`config.mk`:
```
export PLATFORM = sky130hd
export DESIGN_NAME = irq_pec_ctrl
export DESIGN_NICKNAME = d
export VERILOG_FILES = /design/src/rtl/ipc_pkg.sv /design/src/rtl/ipc_src_regs.sv /design/src/rtl/ipc_arbiter.sv /design/src/rtl/ipc_chan_bank.sv /design/src/rtl/irq_pec_ctrl.sv
export SDC_FILE = /design/constraint.sdc
export NUM_CORES = 1
export LEC_CHECK = 0
export CAP_MARGIN = 10
export CORE_ASPECT_RATIO = 1.1
export CORE_UTILIZATION = 40
export DETAILED_ROUTE_END_ITERATION = 8
export DONT_BUFFER_PORTS = 1
export GPL_TIMING_DRIVEN = 0
export SLEW_MARGIN = 10
export SYNTH_ARGS = -nofsm -noshare
export SYNTH_HDL_FRONTEND = slang
export SYNTH_SLANG_ARGS = --single-unit
```
`constraint.sdc`:
```
create_clock -name clk -period 58.2 [get_ports clk]
set_clock_uncertainty 0.2 [all_clocks]
set_input_delay 8.73 -clock clk [delete_from_list [all_inputs] [get_ports clk]]
set_output_delay 8.73 -clock clk [all_outputs]
set_load 0.01 [all_outputs]
```
`src/rtl/ipc_pkg.sv`:
```
package ipc_pkg;
    localparam int LVL_W  = 4;
    localparam int GRP_W  = 2;
    localparam int RANK_W = LVL_W + GRP_W;
    localparam int ADDR_W = 16;
    localparam int DATA_W = 16;
    localparam int CNT_W  = 8;
    localparam int NCHAN  = 8;
    localparam int CH_W   = $clog2(NCHAN);
    localparam logic [LVL_W-1:0] XFER_LVL = 4'd14;

    typedef struct packed {
        logic             en;
        logic [LVL_W-1:0] lvl;
        logic [GRP_W-1:0] grp;
    } src_cfg_t;

    typedef struct packed {
        logic [CNT_W-1:0]  cnt;
        logic [ADDR_W-1:0] src;
        logic [ADDR_W-1:0] dst;
        logic              word;
        logic              sinc;
        logic              dinc;
    } chan_t;

    typedef enum logic [1:0] {ST_IDLE, ST_RD, ST_WR} xfer_st_e;

    // level 14 -> channels 0..3, level 15 -> channels 4..7
    function automatic logic [CH_W-1:0] chan_of(logic [LVL_W-1:0] lvl, logic [GRP_W-1:0] grp);
        return {lvl[0], grp};
    endfunction

    function automatic logic [ADDR_W-1:0] step_ptr(logic [ADDR_W-1:0] p, logic word, logic inc);
        return inc ? (p + (word ? ADDR_W'(2) : ADDR_W'(1))) : p;
    endfunction
endpackage

```
`src/rtl/ipc_src_regs.sv`:
```
module ipc_src_regs
    import ipc_pkg::*;
#(
    parameter int NSRC = 16,
    localparam int IW  = $clog2(NSRC)
) (
    input  logic                  clk,
    input  logic                  rst,
    input  logic                  cfg_we,
    input  logic [IW-1:0]         cfg_idx,
    input  src_cfg_t              cfg_data,
    input  logic [NSRC-1:0]       req_set,
    input  logic                  clr_en,
    input  logic [IW-1:0]         clr_idx,
    output src_cfg_t [NSRC-1:0]   cfg_q,
    output logic [NSRC-1:0]       pend_q
);
    for (genvar i = 0; i < NSRC; i++) begin : g_src
        always_ff @(posedge clk) begin
            if (rst) begin
                cfg_q[i]  <= '0;
                pend_q[i] <= 1'b0;
            end else begin
                if (cfg_we && cfg_idx == IW'(i))
                    cfg_q[i] <= cfg_data;
                pend_q[i] <= req_set[i] | (pend_q[i] & ~(clr_en && clr_idx == IW'(i)));
            end
        end
    end
endmodule

```
`src/rtl/ipc_arbiter.sv`:
```
module ipc_arbiter
    import ipc_pkg::*;
#(
    parameter int NSRC = 16,
    localparam int IW  = $clog2(NSRC)
) (
    input  src_cfg_t [NSRC-1:0] cfg,
    input  logic [NSRC-1:0]     pend,
    output logic                found,
    output logic [IW-1:0]       win_idx,
    output logic [LVL_W-1:0]    win_lvl,
    output logic [GRP_W-1:0]    win_grp
);
    logic [RANK_W-1:0] best;

    always_comb begin
        found   = 1'b0;
        win_idx = '0;
        win_lvl = '0;
        win_grp = '0;
        best    = '0;
        for (int i = 0; i < NSRC; i++) begin
            if (pend[i] && cfg[i].en && cfg[i].lvl != '0) begin
                // strict compare keeps the lower index on a tie
                if (!found || {cfg[i].lvl, cfg[i].grp} > best) begin
                    found   = 1'b1;
                    win_idx = IW'(i);
                    win_lvl = cfg[i].lvl;
                    win_grp = cfg[i].grp;
                    best    = {cfg[i].lvl, cfg[i].grp};
                end
            end
        end
    end
endmodule

```
`src/rtl/ipc_chan_bank.sv`:
```
module ipc_chan_bank
    import ipc_pkg::*;
(
    input  logic            clk,
    input  logic            rst,
    input  logic            ch_we,
    input  logic [CH_W-1:0] ch_idx,
    input  chan_t           ch_data,
    input  logic [CH_W-1:0] sel,
    input  logic            upd,
    output chan_t           cur
);
    chan_t chans [NCHAN];

    assign cur = chans[sel];

    for (genvar c = 0; c < NCHAN; c++) begin : g_ch
        always_ff @(posedge clk) begin
            if (rst) begin
                chans[c] <= '0;
            end else if (ch_we && ch_idx == CH_W'(c)) begin
                chans[c] <= ch_data;
            end else if (upd && sel == CH_W'(c)) begin
                chans[c].cnt <= chans[c].cnt - CNT_W'(1);
                chans[c].src <= step_ptr(chans[c].src, chans[c].word, chans[c].sinc);
                chans[c].dst <= step_ptr(chans[c].dst, chans[c].word, chans[c].dinc);
            end
        end
    end
endmodule

```
`src/rtl/irq_pec_ctrl.sv`:
```
module irq_pec_ctrl
    import ipc_pkg::*;
#(
    parameter int NSRC = 16,
    localparam int IW  = $clog2(NSRC)
) (
    input  logic              clk,
    input  logic              rst,
    input  logic [NSRC-1:0]   req_set,
    input  logic              cfg_we,
    input  logic [IW-1:0]     cfg_idx,
    input  logic              cfg_en,
    input  logic [3:0]        cfg_lvl,
    input  logic [1:0]        cfg_grp,
    input  logic              ch_we,
    input  logic [2:0]        ch_idx,
    input  logic [7:0]        ch_cnt,
    input  logic [15:0]       ch_src,
    input  logic [15:0]       ch_dst,
    input  logic              ch_word,
    input  logic              ch_src_inc,
    input  logic              ch_dst_inc,
    input  logic [3:0]        cpu_prio,
    input  logic              irq_ack,
    output logic              irq_valid,
    output logic [IW-1:0]     irq_vector,
    output logic [3:0]        irq_level,
    output logic              mem_rd,
    output logic              mem_wr,
    output logic              mem_byte,
    output logic [15:0]       mem_addr,
    output logic [15:0]       mem_wdata,
    input  logic [15:0]       mem_rdata
);
    src_cfg_t [NSRC-1:0] cfg_q;
    logic [NSRC-1:0]     pend_q;
    logic                found;
    logic [IW-1:0]       win_idx;
    logic [LVL_W-1:0]    win_lvl;
    logic [GRP_W-1:0]    win_grp;
    xfer_st_e            st_q;
    logic [CH_W-1:0]     act_ch_q;
    logic [CH_W-1:0]     sel_ch;
    logic [DATA_W-1:0]   data_q;
    chan_t               cur;
    logic                accept, win_xfer, clr_en;

    ipc_src_regs #(.NSRC(NSRC)) u_regs (
        .clk(clk), .rst(rst), .cfg_we(cfg_we), .cfg_idx(cfg_idx),
        .cfg_data('{en: cfg_en, lvl: cfg_lvl, grp: cfg_grp}),
        .req_set(req_set), .clr_en(clr_en), .clr_idx(win_idx),
        .cfg_q(cfg_q), .pend_q(pend_q)
    );

    ipc_arbiter #(.NSRC(NSRC)) u_arb (
        .cfg(cfg_q), .pend(pend_q), .found(found),
        .win_idx(win_idx), .win_lvl(win_lvl), .win_grp(win_grp)
    );

    assign sel_ch = (st_q == ST_IDLE) ? chan_of(win_lvl, win_grp) : act_ch_q;

    ipc_chan_bank u_bank (
        .clk(clk), .rst(rst), .ch_we(ch_we), .ch_idx(ch_idx),
        .ch_data('{cnt: ch_cnt, src: ch_src, dst: ch_dst, word: ch_word,
                   sinc: ch_src_inc, dinc: ch_dst_inc}),
        .sel(sel_ch), .upd(st_q == ST_WR), .cur(cur)
    );

    assign accept    = (st_q == ST_IDLE) && found && (win_lvl > cpu_prio);
    assign win_xfer  = accept && (win_lvl >= XFER_LVL) && (cur.cnt != '0);
    assign irq_valid = accept && !win_xfer;
    assign clr_en    = win_xfer || (irq_valid && irq_ack);

    always_ff @(posedge clk) begin
        if (rst) begin
            st_q     <= ST_IDLE;
            act_ch_q <= '0;
            data_q   <= '0;
        end else begin
            unique case (st_q)
                ST_IDLE: if (win_xfer) begin
                    st_q     <= ST_RD;
                    act_ch_q <= sel_ch;
                end
                ST_RD: begin
                    data_q <= cur.word ? mem_rdata : {8'h00, mem_rdata[7:0]};
                    st_q   <= ST_WR;
                end
                default: st_q <= ST_IDLE;
            endcase
        end
    end

    assign irq_vector = win_idx;
    assign irq_level  = win_lvl;
    assign mem_rd     = (st_q == ST_RD);
    assign mem_wr     = (st_q == ST_WR);
    assign mem_byte   = (st_q != ST_IDLE) && !cur.word;
    assign mem_addr   = (st_q == ST_RD) ? cur.src : cur.dst;
    assign mem_wdata  = data_q;
endmodule

```
# == Yosys cells after proc, flatten, opt, wreduce, memory -nomap -nowiden ==
# Memory sizes are Yosys's and may differ from the RTL's.
# Index checks and enable logic that the tools add are counted.
# op_classes
n_addsub,24
n_lt_le_gt_ge,17
eq_ne,47
muxes,271
bitwise_logic,80
reduce_logical,144
# op_table
op,count
$mux 16,34
$mux 43,8
$add 16x16->16,15
$mux 4,60
$mux 6,29
$gt 6x6->1,15
$mux 1,90
$logic_and 1x1->1,87
$mux 2,40
$eq 4x4->1 const B,16
$mux 8,8
$reduce_bool 4->1,16
$sub 8x1->8 const B,8
$or 1x1->1,48
$eq 4x3->1 const B,8
$eq 3x3->1 const B,8
$logic_not 1->1,17
$add 16x2->16,1
$and 1x1->1,16
$eq 4x2->1 const B,4
$logic_or 1x1->1,16
$not 1->1,16
$eq 3x2->1 const B,4
$eq 4x1->1 const B,2
14 further kinds,17
# word_totals
register_bits,149
ramBits,344
inputBits,98
out_inout_bits,44
wordCells,651
mem_count,1
# memory_table
name,words,width,read_ports,rd_ports_with_merged_regs,wr,line_no,text
u_bank.chans,8,43,9,0,8,ipc_chan_bank.sv:13,chan_t chans [NCHAN];

# == Depth between registers and ports, before layout ==
# Gate-level depths: netlist of run 1.
# depth
word_depth,75
depth_mapped,158
ltp_nobuf,148

# == Cells and area by module ==
# A second synthesis of run 1 with hierarchy kept.
# unflattened
hier_cells,3550
area_unflattened_um2,33872.5
# by_module_without_submodules
module,n_inst,cells_each,area_each_um2,seq_area_each_um2
ipc_chan_bank,1,2240,23040.8,10329.9
ipc_src_regs,1,477,5056.1,2562.5
ipc_arbiter,1,666,4635.7,0.0
irq_pec_ctrl,1,167,1139.8,420.4

# == Worst setup path after synthesis of run 1 ==
# No wires, ideal clock.
# synth_timing
path_type,reg2out
startpoint,reg u_regs.cfg_q[5] (netlist name)
endpoint,out mem_addr[3]
arrival_ns,27.330
required_time_ns,49.270
setup_slack_ns,21.940
stages_incl_launch_ff,138
path_buffers,10
path_cell_list,dfxtp_1 -> nor4_1 -> nor2_1 -> and2_1 -> ha_1 -> a41oi_1 -> and2_1 -> clkbuf_1 -> mux2_2 -> ha_1 -> nand4_1 -> nand3_1 -> a21o_1 -> a211o_1 -> clkbuf_1 -> a21o_1 -> ha_1 -> a21oi_1 -> [... 102 more ...] -> ha_1 -> nor2b_1 -> o21a_1 -> o21ai_0 -> nand2b_1 -> a21oi_1 -> nor2b_1 -> o22ai_1 -> a21oi_1 -> nand2_1 -> o21ai_0 -> a31oi_4 -> buf_4 -> buf_6 -> mux2_1 -> nand2_1 -> o21ai_0 -> mux4_2
# synth_via
elab_chain_len,66
elab_cells_between_ends,170
cone_classes,15 x order compare; 122 x mux; 32 x reduce/logical; 1 x memory
# synth_lines
element,line_no,text
$reduce_bool 4->1,ipc_arbiter.sv:23,if (pend[i] && cfg[i].en && cfg[i].lvl != '0) begin
$logic_and 1x1->1,ipc_arbiter.sv:23,
$mux 6 / $mux 1 (equally long branches),ipc_arbiter.sv:23,
$gt 6x6->1 / $logic_not 1->1 (equally long branches),ipc_arbiter.sv:25,"if (!found || {cfg[i].lvl, cfg[i].grp} > best) begin"
$logic_or 1x1->1,ipc_arbiter.sv:25,
$mux 6 / $mux 1 (equally long branches),ipc_arbiter.sv:25,
$mux 6 / $mux 1 (equally long branches),ipc_arbiter.sv:23,
$gt 6x6->1 / $logic_not 1->1 (equally long branches),ipc_arbiter.sv:25,
[... 50 more ...],--,
$mux 6 / $mux 1 (equally long branches),ipc_arbiter.sv:23,
$gt 6x6->1 / $logic_not 1->1 (equally long branches),ipc_arbiter.sv:25,
$logic_or 1x1->1,ipc_arbiter.sv:25,
$mux 4 / $mux 2 (equally long branches),ipc_arbiter.sv:25,
$mux 4 / $mux 2 (equally long branches),ipc_arbiter.sv:23,
$mux 3 (*),irq_pec_ctrl.sv:60,"assign sel_ch = (st_q == ST_IDLE) ? chan_of(win_lvl, win_grp) : act_ch_q;"
$mem_v2 8x43 (*),--,
$mux 16 (*),irq_pec_ctrl.sv:99,assign mem_addr = (st_q == ST_RD) ? cur.src : cur.dst;
to (decl),irq_pec_ctrl.sv:31,"output logic [15:0] mem_addr,"
# Mark *: on every way between the ends. The rest lies on a longest branch, timed or not.

# == Worst setup path in the final report of run 1 ==
# layout_timing
startpoint,reg u_regs.cfg_q[5] (netlist name)
endpoint,out mem_addr[7]
# layout_via
elab_chain_len,66
elab_cells_between_ends,170
cone_classes,15 x order compare; 122 x mux; 32 x reduce/logical; 1 x memory
# layout_lines
element,line_no
$reduce_bool 4->1,ipc_arbiter.sv:23
$logic_and 1x1->1,ipc_arbiter.sv:23
$mux 6 / $mux 1 (equally long branches),ipc_arbiter.sv:23
$gt 6x6->1 / $logic_not 1->1 (equally long branches),ipc_arbiter.sv:25
$logic_or 1x1->1,ipc_arbiter.sv:25
$mux 6 / $mux 1 (equally long branches),ipc_arbiter.sv:25
$mux 6 / $mux 1 (equally long branches),ipc_arbiter.sv:23
$gt 6x6->1 / $logic_not 1->1 (equally long branches),ipc_arbiter.sv:25
[... 50 more ...],--
$mux 6 / $mux 1 (equally long branches),ipc_arbiter.sv:23
$gt 6x6->1 / $logic_not 1->1 (equally long branches),ipc_arbiter.sv:25
$logic_or 1x1->1,ipc_arbiter.sv:25
$mux 4 / $mux 2 (equally long branches),ipc_arbiter.sv:25
$mux 4 / $mux 2 (equally long branches),ipc_arbiter.sv:23
$mux 3 (*),irq_pec_ctrl.sv:60
$mem_v2 8x43 (*),--
$mux 16 (*),irq_pec_ctrl.sv:99
# Marked as above.

==> results of run 1 <==
[per-stage QoR]
stage	setup slack, ns	instance area, µm²	std cells	utilization [%]
finish	14.53	36300	4831	44.4
CTS	14.86	36300	4827	44.4
global route	11.48	36300	4830	44.4
floorplan	21.94	33000	3644	-
detailed placement	15.70	34600	4722	42.3
global placement	15.82	34300	4708	42.0
[cell type report]
type / instances / share of cell area [%]
Tap cell: 1064 / 3.66
Sequential cell: 493 / 36.6
Clock buffer: 73 / 4.21
Clock inverter: 32 / 0.651
Timing Repair Buffer: 14 / 0.548
Buffer: 203 / 2.40
Multi-Input combinational cell: 2753 / 49.8
Antenna cell: 4 / 0.0276
Inverter: 195 / 2.01
[power groups by stage]
stage	clock network, mW	registers, mW	logic [mW]
finish	0.353	0.413	0.0786
global route	0.370	0.415	0.0853
CTS	0.359	0.412	0.0778
detailed placement	0	0.419	0.0772
global placement	0	0.420	0.0743
floorplan	0	0.413	0.0509
[cells by family after synthesis]
group	after synthesis	synth area share [%]
compound gates	746	13.6
xor+xnor	279	7.41
flops	493	40.4
mux	299	10.0
simple gates	1291	18.2
fa+ha+maj	138	5.59
buf+inv	398	4.87
[routing by layer]
layer / global-route usage [%] / vias up / part of all wire (%)
li1: - / 13000 / -
met1: 33.1 / 13300 / 39
met2: 45.0 / 1034 / 47
met3: 4.50 / 253 / 7.4
met4: 15.5 / 4 / 6.1
met5: 0 / - / 0.024
[flip-flops by register name (all words and copies together), names as in the netlist]
register and flops:
mem_wdata 16, u_regs.cfg_q 112, st_q 2, u_regs.pend_q 16, act_ch_q 3, u_bank.chans 344
[cells in the final DEF, fill, tap and decap left out, types with 16 or more instances in the layout]
master and count:
mux2_1 39, nor2_1 281, edfxtp_1 344, xnor2_1 189, nand4_1 27, buf_1 53
o21ai_1 44, nand2_1 534, mux4_2 16, mux2_2 48, o21ai_2 16, nand3_1 85
clkbuf_16 57, nor2b_1 35, dfxtp_1 149, clkbuf_1 138, xor2_1 90, a311oi_1 16
a21oi_1 104, ha_1 120, nand2b_1 17, inv_1 193, o21ai_0 392, nor3_1 46
fa_1 16, mux2i_1 195, and2_1 42, nand3b_1 23, nor4_1 27, and3_1 131
[worst max-delay path by stage]
| stage | from | endpoint | slack (ns) | cells past startpoint |
|---|---|---|---|---|
| CTS | u_regs.cfg_q[5]$_SDFFE_PP0P_ | mem_addr[7] | 14.86 | 141 |
| finish | u_regs.cfg_q[5]$_SDFFE_PP0P_ | mem_addr[7] | 14.53 | 142 |
| global route | u_regs.cfg_q[5]$_SDFFE_PP0P_ | mem_addr[5] | 11.48 | 144 |
| floorplan | u_regs.cfg_q[5]$_SDFFE_PP0P_ | mem_addr[3] | 21.94 | 137 |
| detailed placement | u_regs.cfg_q[5]$_SDFFE_PP0P_ | mem_addr[7] | 15.70 | 141 |
| global placement | u_regs.pend_q[0]$_SDFF_PP0_ | mem_addr[7] | 15.82 | 142 |
[worst max-delay path, delay by kind of cell (launching register included)]
kind	cells	cell delay [ns]
AO/OA/AOI/OAI	59	14.05
adder cells (fa/ha/maj)	15	4.21
buffers and inverters	24	5.22
multiplexers	9	3.41
AND/OR/NAND/NOR	35	6.84
flip-flops	1	0.32
==> results by group, run 1 <==
Status
  • Status: finished, final reports clean

Worst setup path
  • Worst-path fanout max: 10
  • Crit. End Element: primary output
  • R2R depth: 142
  • Crit path max-delay cell type: a21oi_1
  • CP required: 49.27 ns
  • Slowest Stage Delay on Critical Path: 0.66 ns
  • Startpoint Class: flip-flop
  • Crit Path Class: reg -> out
  • Cell mode on critical path: ha_1
  • Worst Path Arrival: 34.74 ns
  • Setup slack, reg-to-reg: 23.00 ns
  • R2r startpoint: u_regs.cfg_q[5]$_SDFFE_PP0P_
  • Reg2Reg Capture Point: u_bank.chans[6][16]$_DFFE_PP_

Floorplanning
  • Starting density of the core: 40.3%
  • # IOs: 142
  • Die extent in x: 276 µm
  • Chip height: 303 µm
  • Core area: 81800 µm²
  • Full die area: 83600 µm²
  • Cell row count: 110

Synthesis
  • YS warnings: 0
  • Prevailing post-synth register cell: edfxtp_1
  • Synthesized Nets: 3878
  • Post-synth top area cell: edfxtp_1
  • Number of synthesized flops with an enable pin: 344
  • Gate count after technology mapping: 3644
  • Synth top area share: 31.3%
  • Sequential share of the synthesized area: 40.4%
  • List of most frequent post-synthesis cells: 534 x nand2_1, 406 x o21ai_0, 344 x edfxtp_1
  • Post-synthesis cell type count: 99
  • Synth area leaders: edfxtp_1 31%, dfxtp_1 9.0%, o21ai_0 6.2%
  • Post-synthesis register bit count: 493
  • Asr flop ratio synth: 0%
  • Avg Inst Size Synth: 9.05 µm²
  • Post-Syn Area: 33000 µm²
  • Top-count cell post-synth: nand2_1

STA
  • Least-Margin Pin Slew: 1.06 ns
  • Worst rel slew slack: 29.4%
  • Final hold violations: 0
  • Worst hold slack: 0.291 ns
  • Final min period: 43.67 ns
  • RSZ-0062 raised after global routing: no
  • Final TNS setup: 0 ns
  • Final cycle utilization of the critical path: 75.0%
  • Fin. max-slew vios: 0
  • Final setup fails: 0
  • Top achievable clock speed: 0.0229 GHz

Power and ir drop
  • Flop pwr share: 48.9%
  • Leakage power: 13.7 nW
  • Power Internal: 0.620 mW
  • Clock share of power: 41.8%
  • Net Sw Frac: 26.6%
  • Worst vdd ir: 0.0224 mV
  • Power Dens Cells: 23.2 nW/µm²
  • Gate power share: 9.3%
  • Total power: 0.844 mW
  • Sw Pwr: 0.224 mW

Global route
  • Largest net degree at the start of global routing: 17
  • GR Overflow Total: 0
  • Total track usage: 27.0%
  • Initial antenna violation count: 7
  • Number of global-route vias before repair: 26700
  • Global-route wire length before repair: 168000 µm

Clock tree
  • Skew-Pair Late Insertion Delay: 0.65 ns
  • CTS buffer count: 57
  • CTS Hold Bufs: 0
  • Root buffer cell: clkbuf_16
  • Reg clk slew, reported paths: 0.06 ns
  • Post-CTS Setup Inserts: 0
  • Post-CTS resize count: 0
  • Clock buffer depth: 3
  • CTS H-Tree Depth: 2
  • Clk sinks: 493
  • CTS tree: built

Detailed routing
  • Via/cell ratio: 5.73
  • Starting DRT DRC Count: 2466
  • Post-DRT Antenna Nets: 0
  • Pre-Repair DR Iteration Count: 6
  • Vias: 27700
  • Final WL: 114000 µm
  • Routed wire per std cell: 23.7 µm
  • DRC errors left: 0

Final layout
  • Filler cells: 8014
  • FF+latch area: 13300 µm²
  • Area Growth Syn to Fin: 10.2%
  • Footprint of the multi-input gates: 18100 µm²
  • Nets: 3951
  • Ratio of cells with drive above 1 in the final layout: 6.59%

Hold path
  • Worst Hold Class: reg -> reg
  • Hold-critical path endpoint: act_ch_q[2]$_SDFFE_PP0P_
  • Hold path startpoint: act_ch_q[2]$_SDFFE_PP0P_
  • Hold Path Depth: 2

Place
  • IO buf count: 0
  • Gpl congestion: 0.984
  • Dpl hpwl: 86700 µm

Flow run
  • Max Cap Violations: 0
Power figures use the tool's default switching activity.
==> run 2: changes to the inputs <==
--- a/config.mk
+++ b/config.mk
@@ -5,6 +5,7 @@
 export SDC_FILE = /design/constraint.sdc
 export NUM_CORES = 1
 export LEC_CHECK = 0
+export ABC_AREA = 1
 export CAP_MARGIN = 10
 export CORE_ASPECT_RATIO = 1.1
 export CORE_UTILIZATION = 40
==> constraint.sdc (replaced) <==
create_clock -name clk -period 39.7 [get_ports clk]
set_clock_uncertainty 0.2 [all_clocks]
set_input_delay 5.955 -clock clk [delete_from_list [all_inputs] [get_ports clk]]
set_output_delay 5.955 -clock clk [all_outputs]
set_load 0.01 [all_outputs]
==> run 2 against run 1 <==
Against the previous run:
- register-to-register slack lost 9.8 ns
- die area shrank 5.9%
- core utilization grew 0.39 points
- synthesized cell count grew 4.5%
- sequential power grew 44%
- critical path depth grew 27
- via count grew 1.1%
- clock power grew 55%
==> results by group, run 2 <==
Power and ir drop
  • Clock share of power: 43.7%
  • Power Internal: 0.922 mW
  • Gate power share: 9.1%
  • Sw Pwr: 0.334 mW
  • Flop pwr share: 47.2%
  • Worst vdd ir: 0.0439 mV
  • Power Dens Cells: 36.7 nW/µm²
  • Leakage power: 14.0 nW
  • Net Sw Frac: 26.6%

STA
  • Final setup fails: 0
  • Top achievable clock speed: 0.0307 GHz
  • Final min period: 32.62 ns
  • PnR worst setup slack: 7.08 ns
  • Final hold violations: 0
  • Final TNS setup: 0 ns
  • Fin. max-slew vios: 0
  • Least-Margin Pin Slew: 1.02 ns
  • Final cycle utilization of the critical path: 82.2%
  • RSZ-0062 raised after global routing: no
  • Worst rel slew slack: 31.4%

Global route
  • Initial antenna violation count: 3
  • Largest net degree at the start of global routing: 17
  • Total track usage: 28.3%
  • GR Overflow Total: 0
  • Global-route wire length before repair: 166000 µm
  • Number of global-route vias before repair: 26600

Synthesis
  • Synth area leaders: edfxtp_1 33%, dfxtp_1 9.6%, nand2_1 7.2%
  • Post-synthesis simple-gate area fraction: 20.6%
  • Post-Syn Area: 31000 µm²
  • Gate count after technology mapping: 3809
  • Top-count cell post-synth: nand2_1
  • List of most frequent post-synthesis cells: 593 x nand2_1, 497 x inv_1, 440 x nor2_1
  • Synth Area in Adders: 5.87%
  • Post-synthesis xor/xnor area fraction: 5.39%
  • Mux cell area share after synthesis: 0%
  • Prevailing post-synth register cell: edfxtp_1
  • Post-synth top area cell: edfxtp_1
  • Number of synthesized flops with an enable pin: 344
  • Post-synthesis register bit count: 493
  • Complex-gate fraction of the synthesized area: 16.9%
  • Main combinational cell family by area after synthesis: simple AND/OR/NAND/NOR gates
  • Asr flop ratio synth: 0%
  • Synth top area share: 33.3%
  • YS warnings: 0
  • Post-synthesis cell type count: 57
  • Sequential share of the synthesized area: 42.9%
  • Synthesized Nets: 4043
  • Avg Inst Size Synth: 8.15 µm²

Worst setup path
  • Worst Path Arrival: 26.47 ns
  • CP delay by family, top: simple AND/OR/NAND/NOR gates
  • Setup slack, reg-to-reg: 13.18 ns
  • Startpoint Class: flip-flop
  • Crit Path Class: reg -> out
  • Crit path max-delay cell type: o21ai_0
  • Cell mode on critical path: nand2_1
  • Slowest Stage Delay on Critical Path: 0.60 ns
  • Worst-path fanout max: 10
  • CP required: 33.55 ns
  • Crit path buf inv count: 23
  • Crit. End Element: primary output

Floorplanning
  • Chip height: 294 µm
  • Starting density of the core: 40.6%
  • # IOs: 142
  • Cell row count: 106
  • Full die area: 78700 µm²
  • Die extent in x: 268 µm
  • Core area: 76400 µm²

Clock tree
  • Clk sinks: 493
  • CTS H-Tree Depth: 2
  • Post-CTS resize count: 0
  • Skew-Pair Late Insertion Delay: 0.66 ns
  • CTS Hold Bufs: 0
  • Reg clk slew, reported paths: 0.06 ns
  • Post-CTS Setup Inserts: 0
  • CTS buffer count: 58
  • CTS tree: built
  • Clock buffer depth: 3
  • Root buffer cell: clkbuf_16

Detailed routing
  • Final WL: 112000 µm
  • Met3 routed WL: 8650 µm
  • Via/cell ratio: 5.66
  • Vias: 28000
  • Max layer used: met5
  • Post-DRT Antenna Nets: 0
  • Pre-Repair DR Iteration Count: 6
  • Metal-1 WL: 44800 µm
  • DRC errors left: 0
  • Routed wl met2: 53300 µm
  • Starting DRT DRC Count: 3030
  • Routed wire per std cell: 22.7 µm

Final layout
  • Non-filler cells, final: 4945
  • Post-route core utilization: 44.8%
  • Commonest non-fill, non-tap cell in the layout: nand2_1
  • Biggest register: u_bank.chans
  • Largest register FFs: 344
  • Top Registers: u_bank.chans x344, u_regs.cfg_q x112
  • Most frequent cells in the layout: 593 x nand2_1, 497 x inv_1, 438 x nor2_1
  • Area Growth Syn to Fin: 10.4%
  • Nets: 4103
  • Final Cell Area: 34200 µm²
  • Ratio of cells with drive above 1 in the final layout: 6.31%
  • Filler cells: 7737

Place
  • Placed insts: 4835
  • Gpl congestion: 1.01
  • Dpl hpwl: 86300 µm
  • DP Worst Slack: 7.94 ns
  • Area after DPL: 32300 µm²
  • IO buf count: 0

Hold path
  • Worst Hold Class: reg -> reg

Flow run
  • Max Cap Violations: 0

Status
  • Status: finished, final reports clean
[run 2: cell count changes after synthesis, moves of 125 or more]
cell / before / now
mux2i_1: 195 / 0
inv_1: 193 / 497
o22ai_1: 15 / 215
nor2_1: 281 / 440
xnor2_1: 189 / 22
o21ai_0: 406 / 279
and3_1: 131 / 6
[run 2: cells by family (layout without fill, tap and decap cells)]
family / after synthesis / in the layout
AOI/OAI and AO/OA: 860 / 860
adders and majority gates: 136 / 136
DFF: 493 / 493
other: 0 / 2
xor gates and xnor gates: 191 / 191
buffers and inverters: 666 / 774
and+or+nand+nor: 1463 / 1463
[run 2: cell type report]
| class | count | area [µm²] | area share, % |
|---|---|---|---|
| Clock inverter | 28 | 236 | 0.691 |
| Inverter | 519 | 1950 | 5.69 |
| Clock buffer | 80 | 1690 | 4.93 |
| Multi-Input combinational cell | 2650 | 15100 | 44.2 |
| Antenna cell | 2 | 5.00 | 0.0146 |
| Sequential cell | 493 | 13300 | 38.9 |
| Buffer | 147 | 641 | 1.87 |
| Tap cell | 1026 | 1280 | 3.75 |
[run 2: path summary, 6_finish.rpt]
check                                from  cells past startpoint                           end
max           u_regs.pend_q[0]$_SDFF_PP0_                    169                     irq_valid
min          u_regs.cfg_q[6]$_SDFFE_PP0P_                      2  u_regs.cfg_q[6]$_SDFFE_PP0P_
max reg2reg   u_regs.pend_q[0]$_SDFF_PP0_                    172  u_regs.pend_q[12]$_SDFF_PP0_
min reg2reg  u_regs.cfg_q[6]$_SDFFE_PP0P_                      2  u_regs.cfg_q[6]$_SDFFE_PP0P_
[run 2: layer usage]
metal,vias up,GRT usage (%)
li1,13300,-
met1,13200,35.3
met2,1196,47.7
met3,281,4.73
met4,4,12.7
met5,-,0
[run 2: metrics by stage]
stage | hold slack (ns) | power [mW]
finish | 0.249 | 1.26
global route | 0.278 | 1.29
CTS | 0.248 | 1.26
detailed placement | 0.237 | 0.715
global placement | 0.233 | 0.714
floorplan | 0.224 | 0.673
[run 2: power groups by stage]
stage                     logic (mW)  registers, mW  clock network (mW)
final                          0.114          0.593               0.548
after global routing           0.126          0.595               0.573
after CTS                      0.113          0.592               0.553
after detailed placement       0.112          0.603                   0
after global placement         0.112          0.603                   0
after floorplan               0.0771          0.596                   0
[run 2: worst register-to-register path, delay by kind of cell (launching register included)]
kind                     cells  cell delay (ns)
AO/OA/AOI/OAI               37             6.70
adder cells (fa/ha/maj)     16             5.18
buffers and inverters       23             4.99
flip-flops                   1             0.40
AND/OR/NAND/NOR             96             8.94
